## config.mk

```make
export PLATFORM = sky130hd
export DESIGN_NAME = irq_prio_arbiter
export DESIGN_NICKNAME = d
export VERILOG_FILES = /design/src/rtl/intc_pkg.sv /design/src/rtl/intc_cfg_regs.sv /design/src/rtl/intc_pending.sv /design/src/rtl/intc_pick.sv /design/src/rtl/irq_prio_arbiter.sv
export SDC_FILE = /design/constraint.sdc
export NUM_CORES = 1
export LEC_CHECK = 0
export ABC_CLOCK_PERIOD_IN_PS = 148200
export BUFFER_PORTS_ARGS = -buffer_cell sky130_fd_sc_hd__buf_2
export CORE_ASPECT_RATIO = 1.1
export CORE_MARGIN = 2
export CORE_UTILIZATION = 55
export DETAILED_ROUTE_END_ITERATION = 10
export GPL_ROUTABILITY_DRIVEN = 0
export PLACE_DENSITY = 0.71
export SETUP_SLACK_MARGIN = 0.3
export SLEW_MARGIN = 5
export SYNTH_ARGS = -nofsm -noshare
export SYNTH_HDL_FRONTEND = slang
export SYNTH_SLANG_ARGS = --single-unit
```

## constraint.sdc

```tcl
create_clock -name clk -period 148.2 [get_ports clk]
set_clock_uncertainty 0.1 [all_clocks]
set_input_delay 44.46 -clock clk [delete_from_list [all_inputs] [get_ports clk]]
set_output_delay 44.46 -clock clk [all_outputs]
set_load 0.01 [all_outputs]
```

## src/rtl/intc_pkg.sv

```systemverilog
package intc_pkg;
  localparam int NUM_SYS      = 5;   // NMI, HardFault, SVC, deferred service, tick
  localparam int IRQ_BASE_EXC = 16;
  localparam int CFG_AW       = 4;
  localparam int MASK_TH_LSB  = 8;

  typedef enum logic [CFG_AW-1:0] {
    CFG_SETENA  = 4'd0,
    CFG_CLRENA  = 4'd1,
    CFG_SYSPRI  = 4'd2,
    CFG_MASK    = 4'd3,
    CFG_IRQPRI0 = 4'd4
  } cfg_addr_e;

  // source index -> exception number; sources ordered by exception number
  function automatic logic [7:0] exc_of(input int s);
    case (s)
      0:       exc_of = 8'd2;
      1:       exc_of = 8'd3;
      2:       exc_of = 8'd11;
      3:       exc_of = 8'd14;
      4:       exc_of = 8'd15;
      default: exc_of = 8'(s - NUM_SYS + IRQ_BASE_EXC);
    endcase
  endfunction
endpackage

```

## src/rtl/intc_cfg_regs.sv

```systemverilog
module intc_cfg_regs
  import intc_pkg::*;
#(
  parameter int NUM_IRQ = 32,
  parameter int PRIO_W  = 2
) (
  input  logic                      clk,
  input  logic                      rst_n,
  input  logic                      cfg_we,
  input  logic [CFG_AW-1:0]         cfg_addr,
  input  logic [31:0]               cfg_wdata,
  output logic [NUM_IRQ-1:0]        irq_en,
  output logic [NUM_IRQ*PRIO_W-1:0] irq_prio,
  output logic [3*PRIO_W-1:0]       sys_prio,
  output logic                      primask,
  output logic [PRIO_W-1:0]         basepri
);
  localparam int FPW = 32 / PRIO_W;

  logic wr_set, wr_clr;
  assign wr_set = cfg_we && (cfg_addr == CFG_SETENA);
  assign wr_clr = cfg_we && (cfg_addr == CFG_CLRENA);

  always_ff @(posedge clk or negedge rst_n) begin
    if (!rst_n) begin
      irq_en   <= '0;
      irq_prio <= '0;
      sys_prio <= '0;
      primask  <= 1'b0;
      basepri  <= '0;
    end else begin
      if (wr_set) irq_en <= irq_en | cfg_wdata[NUM_IRQ-1:0];
      else if (wr_clr) irq_en <= irq_en & ~cfg_wdata[NUM_IRQ-1:0];
      if (cfg_we && cfg_addr == CFG_SYSPRI) sys_prio <= cfg_wdata[3*PRIO_W-1:0];
      if (cfg_we && cfg_addr == CFG_MASK) begin
        primask <= cfg_wdata[0];
        basepri <= cfg_wdata[MASK_TH_LSB +: PRIO_W];
      end
      for (int i = 0; i < NUM_IRQ; i++) begin
        if (cfg_we && int'(cfg_addr) == int'(CFG_IRQPRI0) + i / FPW)
          irq_prio[i*PRIO_W +: PRIO_W] <= cfg_wdata[(i % FPW)*PRIO_W +: PRIO_W];
      end
    end
  end

  assert_setena_R2: assert property (@(posedge clk) disable iff (!rst_n)
    wr_set |=> ((irq_en & $past(cfg_wdata[NUM_IRQ-1:0])) == $past(cfg_wdata[NUM_IRQ-1:0])));

  assert_clrena_R3: assert property (@(posedge clk) disable iff (!rst_n)
    wr_clr |=> ((irq_en & $past(cfg_wdata[NUM_IRQ-1:0])) == '0));

  assert_zero_bits_keep_R2: assert property (@(posedge clk) disable iff (!rst_n)
    (wr_set || wr_clr) |=> (((irq_en ^ $past(irq_en)) & ~$past(cfg_wdata[NUM_IRQ-1:0])) == '0));
endmodule

```

## src/rtl/intc_pending.sv

```systemverilog
module intc_pending #(
  parameter int W = 37
) (
  input  logic         clk,
  input  logic         rst_n,
  input  logic [W-1:0] set_req,
  input  logic [W-1:0] clr_req,
  output logic [W-1:0] pend
);
  always_ff @(posedge clk or negedge rst_n) begin
    if (!rst_n) pend <= '0;
    else        pend <= (pend & ~clr_req) | set_req;
  end

  assert_latch_R4: assert property (@(posedge clk) disable iff (!rst_n)
    (set_req != '0) |=> ((pend & $past(set_req)) == $past(set_req)));

  assert_ack_clears_R8: assert property (@(posedge clk) disable iff (!rst_n)
    (clr_req != '0) |=> ((pend & $past(clr_req & ~set_req)) == '0));
endmodule

```

## src/rtl/intc_pick.sv

```systemverilog
module intc_pick #(
  parameter int NSRC  = 37,
  parameter int LVL_W = 3,
  parameter int IDX_W = 6
) (
  input  logic [NSRC-1:0]       elig,
  input  logic [NSRC*LVL_W-1:0] lvl,
  output logic                  found,
  output logic [IDX_W-1:0]      win_idx,
  output logic [LVL_W-1:0]      win_lvl
);
  // ascending scan with strict compare: equal levels keep the lower index
  always_comb begin
    found   = 1'b0;
    win_idx = '0;
    win_lvl = '1;
    for (int s = 0; s < NSRC; s++) begin
      if (elig[s] && (!found || lvl[s*LVL_W +: LVL_W] < win_lvl)) begin
        found   = 1'b1;
        win_idx = IDX_W'(s);
        win_lvl = lvl[s*LVL_W +: LVL_W];
      end
    end
  end
endmodule

```

## src/rtl/irq_prio_arbiter.sv

```systemverilog
module irq_prio_arbiter
  import intc_pkg::*;
#(
  parameter int NUM_IRQ = 32,
  parameter int PRIO_W  = 2
) (
  input  logic                       clk,
  input  logic                       rst_n,
  input  logic [NUM_IRQ-1:0]         irq_req,
  input  logic                       nmi_req,
  input  logic                       hardfault_req,
  input  logic                       svcall_req,
  input  logic                       pendsv_req,
  input  logic                       systick_req,
  input  logic                       cfg_we,
  input  logic [CFG_AW-1:0]          cfg_addr,
  input  logic [31:0]                cfg_wdata,
  output logic                       out_valid,
  input  logic                       out_ready,
  output logic [$clog2(IRQ_BASE_EXC+NUM_IRQ)-1:0]   out_exc,
  output logic [$clog2(IRQ_BASE_EXC+NUM_IRQ)+1:0]   out_vector,
  input  logic                       handler_done
);
  localparam int NSRC  = NUM_SYS + NUM_IRQ;
  localparam int EXC_W = $clog2(IRQ_BASE_EXC + NUM_IRQ);
  localparam int IDX_W = $clog2(NSRC);
  localparam int LVL_W = PRIO_W + 1;   // fixed levels 0,1; programmable p+2
  localparam logic [LVL_W-1:0] LVL_IDLE = '1;

  logic [NUM_IRQ-1:0]        irq_en;
  logic [NUM_IRQ*PRIO_W-1:0] irq_prio;
  logic [3*PRIO_W-1:0]       sys_prio;
  logic                      primask;
  logic [PRIO_W-1:0]         basepri;

  intc_cfg_regs #(.NUM_IRQ(NUM_IRQ), .PRIO_W(PRIO_W)) u_regs (
    .clk(clk), .rst_n(rst_n), .cfg_we(cfg_we), .cfg_addr(cfg_addr),
    .cfg_wdata(cfg_wdata), .irq_en(irq_en), .irq_prio(irq_prio),
    .sys_prio(sys_prio), .primask(primask), .basepri(basepri)
  );

  logic [NSRC-1:0] set_req, clr_req, pend;
  assign set_req = {irq_req, systick_req, pendsv_req, svcall_req, hardfault_req, nmi_req};

  intc_pending #(.W(NSRC)) u_pend (
    .clk(clk), .rst_n(rst_n), .set_req(set_req), .clr_req(clr_req), .pend(pend)
  );

  function automatic logic blocked(input logic [PRIO_W-1:0] p, input logic pm,
                                   input logic [PRIO_W-1:0] th);
    return pm || ((th != '0) && (p >= th));
  endfunction

  logic [NSRC-1:0]       elig;
  logic [NSRC*LVL_W-1:0] lvl;

  for (genvar f = 0; f < 2; f++) begin : g_fixed
    assign elig[f]                = pend[f];
    assign lvl[f*LVL_W +: LVL_W] = LVL_W'(f);
  end

  for (genvar k = 0; k < 3; k++) begin : g_sys
    logic [PRIO_W-1:0] p;
    assign p = sys_prio[k*PRIO_W +: PRIO_W];
    assign elig[2+k] = pend[2+k] && !blocked(p, primask, basepri);
    assign lvl[(2+k)*LVL_W +: LVL_W] = LVL_W'(p) + LVL_W'(2);
  end

  for (genvar i = 0; i < NUM_IRQ; i++) begin : g_irq
    logic [PRIO_W-1:0] p;
    assign p = irq_prio[i*PRIO_W +: PRIO_W];
    assign elig[NUM_SYS+i] = pend[NUM_SYS+i] && irq_en[i] && !blocked(p, primask, basepri);
    assign lvl[(NUM_SYS+i)*LVL_W +: LVL_W] = LVL_W'(p) + LVL_W'(2);
  end

  logic             found;
  logic [IDX_W-1:0] win_idx;
  logic [LVL_W-1:0] win_lvl;

  intc_pick #(.NSRC(NSRC), .LVL_W(LVL_W), .IDX_W(IDX_W)) u_pick (
    .elig(elig), .lvl(lvl), .found(found), .win_idx(win_idx), .win_lvl(win_lvl)
  );

  logic [LVL_W-1:0] active_lvl;
  logic             accept;

  assign out_valid  = found && (win_lvl < active_lvl);
  assign accept     = out_valid && out_ready;
  assign out_exc    = EXC_W'(exc_of(int'(win_idx)));
  assign out_vector = {out_exc, 2'b00};
  assign clr_req    = accept ? (NSRC'(1) << win_idx) : '0;

  always_ff @(posedge clk or negedge rst_n) begin
    if (!rst_n)            active_lvl <= LVL_IDLE;
    else if (accept)       active_lvl <= win_lvl;
    else if (handler_done) active_lvl <= LVL_IDLE;
  end

  assert_winner_eligible_R5: assert property (@(posedge clk) disable iff (!rst_n)
    found |-> elig[win_idx]);

  assert_primask_fixed_only_R6: assert property (@(posedge clk) disable iff (!rst_n)
    (out_valid && primask) |-> (out_exc <= EXC_W'(3)));

  assert_threshold_R7: assert property (@(posedge clk) disable iff (!rst_n)
    (out_valid && basepri != '0) |-> (win_lvl < LVL_W'(basepri) + LVL_W'(2)));

  assert_no_reoffer_R8: assert property (@(posedge clk) disable iff (!rst_n)
    accept |=> !(out_valid && out_exc == $past(out_exc)));

  assert_done_reopens_R9: assert property (@(posedge clk) disable iff (!rst_n)
    (handler_done && !accept) |=> (out_valid || !found));
endmodule

```

==> results.md <==
- The floorplan step set the die width to ~160 µm.
- In this run the worst path has a maximum fanout of 39.
- The count of input and output buffers is 90.
- For this run the aggregate overflow at the end of global routing stands at 0.
- For the final routed database, the setup TNS stands at 0 ps.
- After synthesis, the share of flip-flops with an asynchronous set or reset is 100%.
- After synthesis the cells add up to 0.0140 mm².
- The most area-hungry cell type in the Yosys netlist is sky130_fd_sc_hd__dfrtp_1.
- The first global-routing pass estimated between 70000 and 80000 µm of wire.
- The worst setup path is captured at an output port.
- In the global route stage, overall resource usage came out at around 34%.
- The commonest register cell after synthesis is sky130_fd_sc_hd__dfrtp_1.
- After clock tree synthesis, the setup repair step added 0 buffers.
- For the worst setup path, the data required time is roughly 100000 ps.
- Buffers inserted to repair hold after CTS numbered 0.
- The latest clock arrival within the worst-skew pair is 440 ps.
- Measured against its own limit, the worst slew margin works out to a little over a third.
- TritonCTS created 17 clock buffers.
- The final hold violation count came to 0.
- The total of max-cap violations is 0.
- TritonCTS built the clock tree.
- The pre-CTS setup slack is roughly 54000 ps.
- The run finished with clean final reports.
- The initial core utilization is ~56%.
- The area growth from synthesis to layout is 9.49%.
- The floorplan die height is between 150 and 200 µm.
- Once detail routing completed, the nets flagged for antenna violations numbered 0.
- The critical path arrival is 50880 ps.
- The total number of nets in the final design is about 2000.
- The post-cts resize count is 0.
- The first routing iteration left between 1000 and 1500 violations.
- The number of ports placed on the die boundary is a little over 90.
- The min-delay analysis places its worst path in the category flip-flop to flip-flop.
- The final cell count without fillers is approximately 2100.
- Clock-pin slew was measured on the worst setup and hold paths at about 60 ps.
- The Yosys warning count is 0.
- sky130_fd_sc_hd__a21oi_1 is the most common cell in the netlist.
- The half-perimeter wire length of the detailed placement result is 33300 µm.
- In the final routed layout, each cell accounts on average for approximately 21 µm.
- The cell that appears most often on the critical path is sky130_fd_sc_hd__ha_1.
- The area share of the largest cell type after synthesis is roughly a quarter.
- The standard cell with the maximum stage delay on the critical path is sky130_fd_sc_hd__a2111oi_0.
- The kind of start point of the critical path is a flip-flop.
- The number of fillers in the final layout is between 2000 and 2500.
- The number of setup violations in the final report is 0.
- Ranked by instance count, the synthesized netlist is headed by 155 x sky130_fd_sc_hd__a21oi_1, 151 x sky130_fd_sc_hd__nand2_1, 142 x sky130_fd_sc_hd__dfrtp_1.
- Timing would allow up to 10.5 MHz.
- The total number of placement rows is ~60.
- The clock sink count is ~150.
- Counting along the longest clock path gives a buffer depth of 2.
- Sequential cells were found to cover 26.0% of the synthesized design area.
- The total number of vias is between 10000 and 15000.
- Setup repair after global routing left no endpoint under its margin.
- The overall die area is between 0.02 and 0.03 mm².
- The count of unresolved DRC violations after routing is 0.
- A synthesized cell averages slightly above 8 µm².
- Measured on the finished design, the core utilization comes to 60.9%.
- The largest stage delay on the critical path is 670 ps.
- Entering global routing, the biggest net connects 82 pins.
- The worst path uses between 60% and 70% of the clock period.
- The gate count of the mapped netlist is around 1700.
- Setup slack on the critical path of the routed design comes to about 53000 ps.
- The number of placed instances with taps included is 2075.
- After detailed routing, the number of vias per cell comes to roughly 6.7.
- Wires add up to 44900 µm.
- In this run the number of H-tree levels came out at 4.
- For the pin with the worst max-slew slack, the measured transition is between 900 and 1000 ps.
- The initial antenna violation count is 1.
- The type of the setup path with the least slack is flip-flop to output port.
- After synthesis, the netlist uses roughly 110 different library cells.
- The tree is rooted in a sky130_fd_sc_hd__clkbuf_16.
- After layout, the minimum clock period comes to 95440 ps.
- The via count of the first global-routing pass is 13200.
- For this run, the detailed router's first-pass iteration total came to 5.
- After floorplanning, the core was sized to cover between 0.02 and 0.03 mm².
- The number of pins with negative max-slew slack in the final report is 0.
- Yosys mapped a number of flops with a built-in enable equal to 0.
- The synthesized flop and latch total is between 100 and 150.
- The fraction of layout instances using a drive strength above 1 is a little over an eighth.
- Sorting the synthesized cells by area gives the leading types as sky130_fd_sc_hd__dfrtp_1 25%, sky130_fd_sc_hd__ha_1 10%, sky130_fd_sc_hd__a21oi_1 5.6%, sky130_fd_sc_hd__mux2_2 4.3%, sky130_fd_sc_hd__nand2_1 4.1%.
final cells by class:
type | instances | area [µm²] | area share (%)
Tap cell | 315 | 394 | 2.58
Clock inverter | 12 | 205 | 1.34
Antenna cell | 1 | 2.50 | 0.0164
Clock buffer | 20 | 457 | 2.99
Multi-Input combinational cell | 1381 | 9580 | 62.6
Timing Repair Buffer | 98 | 517 | 3.38
Sequential cell | 145 | 3630 | 23.8
Inverter | 136 | 510 | 3.34
through the flow:
step	hold slack [ps]	instance area (µm²)
2_1_floorplan	349	14000
3_3_place_gp	357	14600
3_5_place_dp	367	14600
4_1_cts	382	15300
5_1_grt	394	15300
6_report	381	15300
routing by layer:
metal / global-route usage (%) / vias up / part of all wire, %
li1: - / 6613 / -
met1: 42.4 / 6667 / 41
met2: 57.0 / 621 / 47
met3: 4.56 / 128 / 7.2
met4: 16.8 / 0 / 4.9
met5: 0 / - / 0
placed cells by master, fill, tap and decap left out, types with 39 or more instances in the layout:
cell and n:
sky130_fd_sc_hd__ha_1 115, sky130_fd_sc_hd__nand2_1 151, sky130_fd_sc_hd__nand2b_1 63, sky130_fd_sc_hd__inv_1 135, sky130_fd_sc_hd__mux2_2 53, sky130_fd_sc_hd__nor2_1 120, sky130_fd_sc_hd__a31oi_1 69, sky130_fd_sc_hd__buf_2 89
sky130_fd_sc_hd__o21ai_0 111, sky130_fd_sc_hd__a21o_1 39, sky130_fd_sc_hd__a21oi_1 155, sky130_fd_sc_hd__dfrtp_1 141
cell families after synthesis:
kind of cell | Yosys count | share of synthesized area [%]
buffers and inverters | 192 | 5.60
adders and majority gates | 124 | 10.9
muxes | 70 | 5.54
and+or+nand+nor | 524 | 18.8
DFF | 145 | 26.0
AOI/OAI and AO/OA | 661 | 33.0
other | 1 | 0.0268
critical path, delay by kind of cell, from the launching register on:
kind                     cells  cell delay, ps
AO/OA/AOI/OAI              110           26940
adder cells (fa/ha/maj)     35            8860
buffers and inverters       25            2440
flip-flops                   1             360
multiplexers                14            4350
AND/OR/NAND/NOR             55            7380
path summary, 6_finish.rpt:
path	from	endpoint	slack (ps)	cells past startpoint
max	u_regs.basepri[0]	out_vector[5]	52760	239
min	u_pend.pend[26]	u_pend.pend[26]	380	1
max reg2reg	u_regs.basepri[0]	u_pend.pend[28]	97100	237
min reg2reg	u_pend.pend[26]	u_pend.pend[26]	380	1
max in group asynchronous	rst_n	u_regs.basepri[0]	102630	2
min in group asynchronous	rst_n	u_pend.pend[36]	43970	1
Power is left out: the tool's default activity adds up to more than one toggle a clock period on the data nets, which glitch-free logic cannot reach.
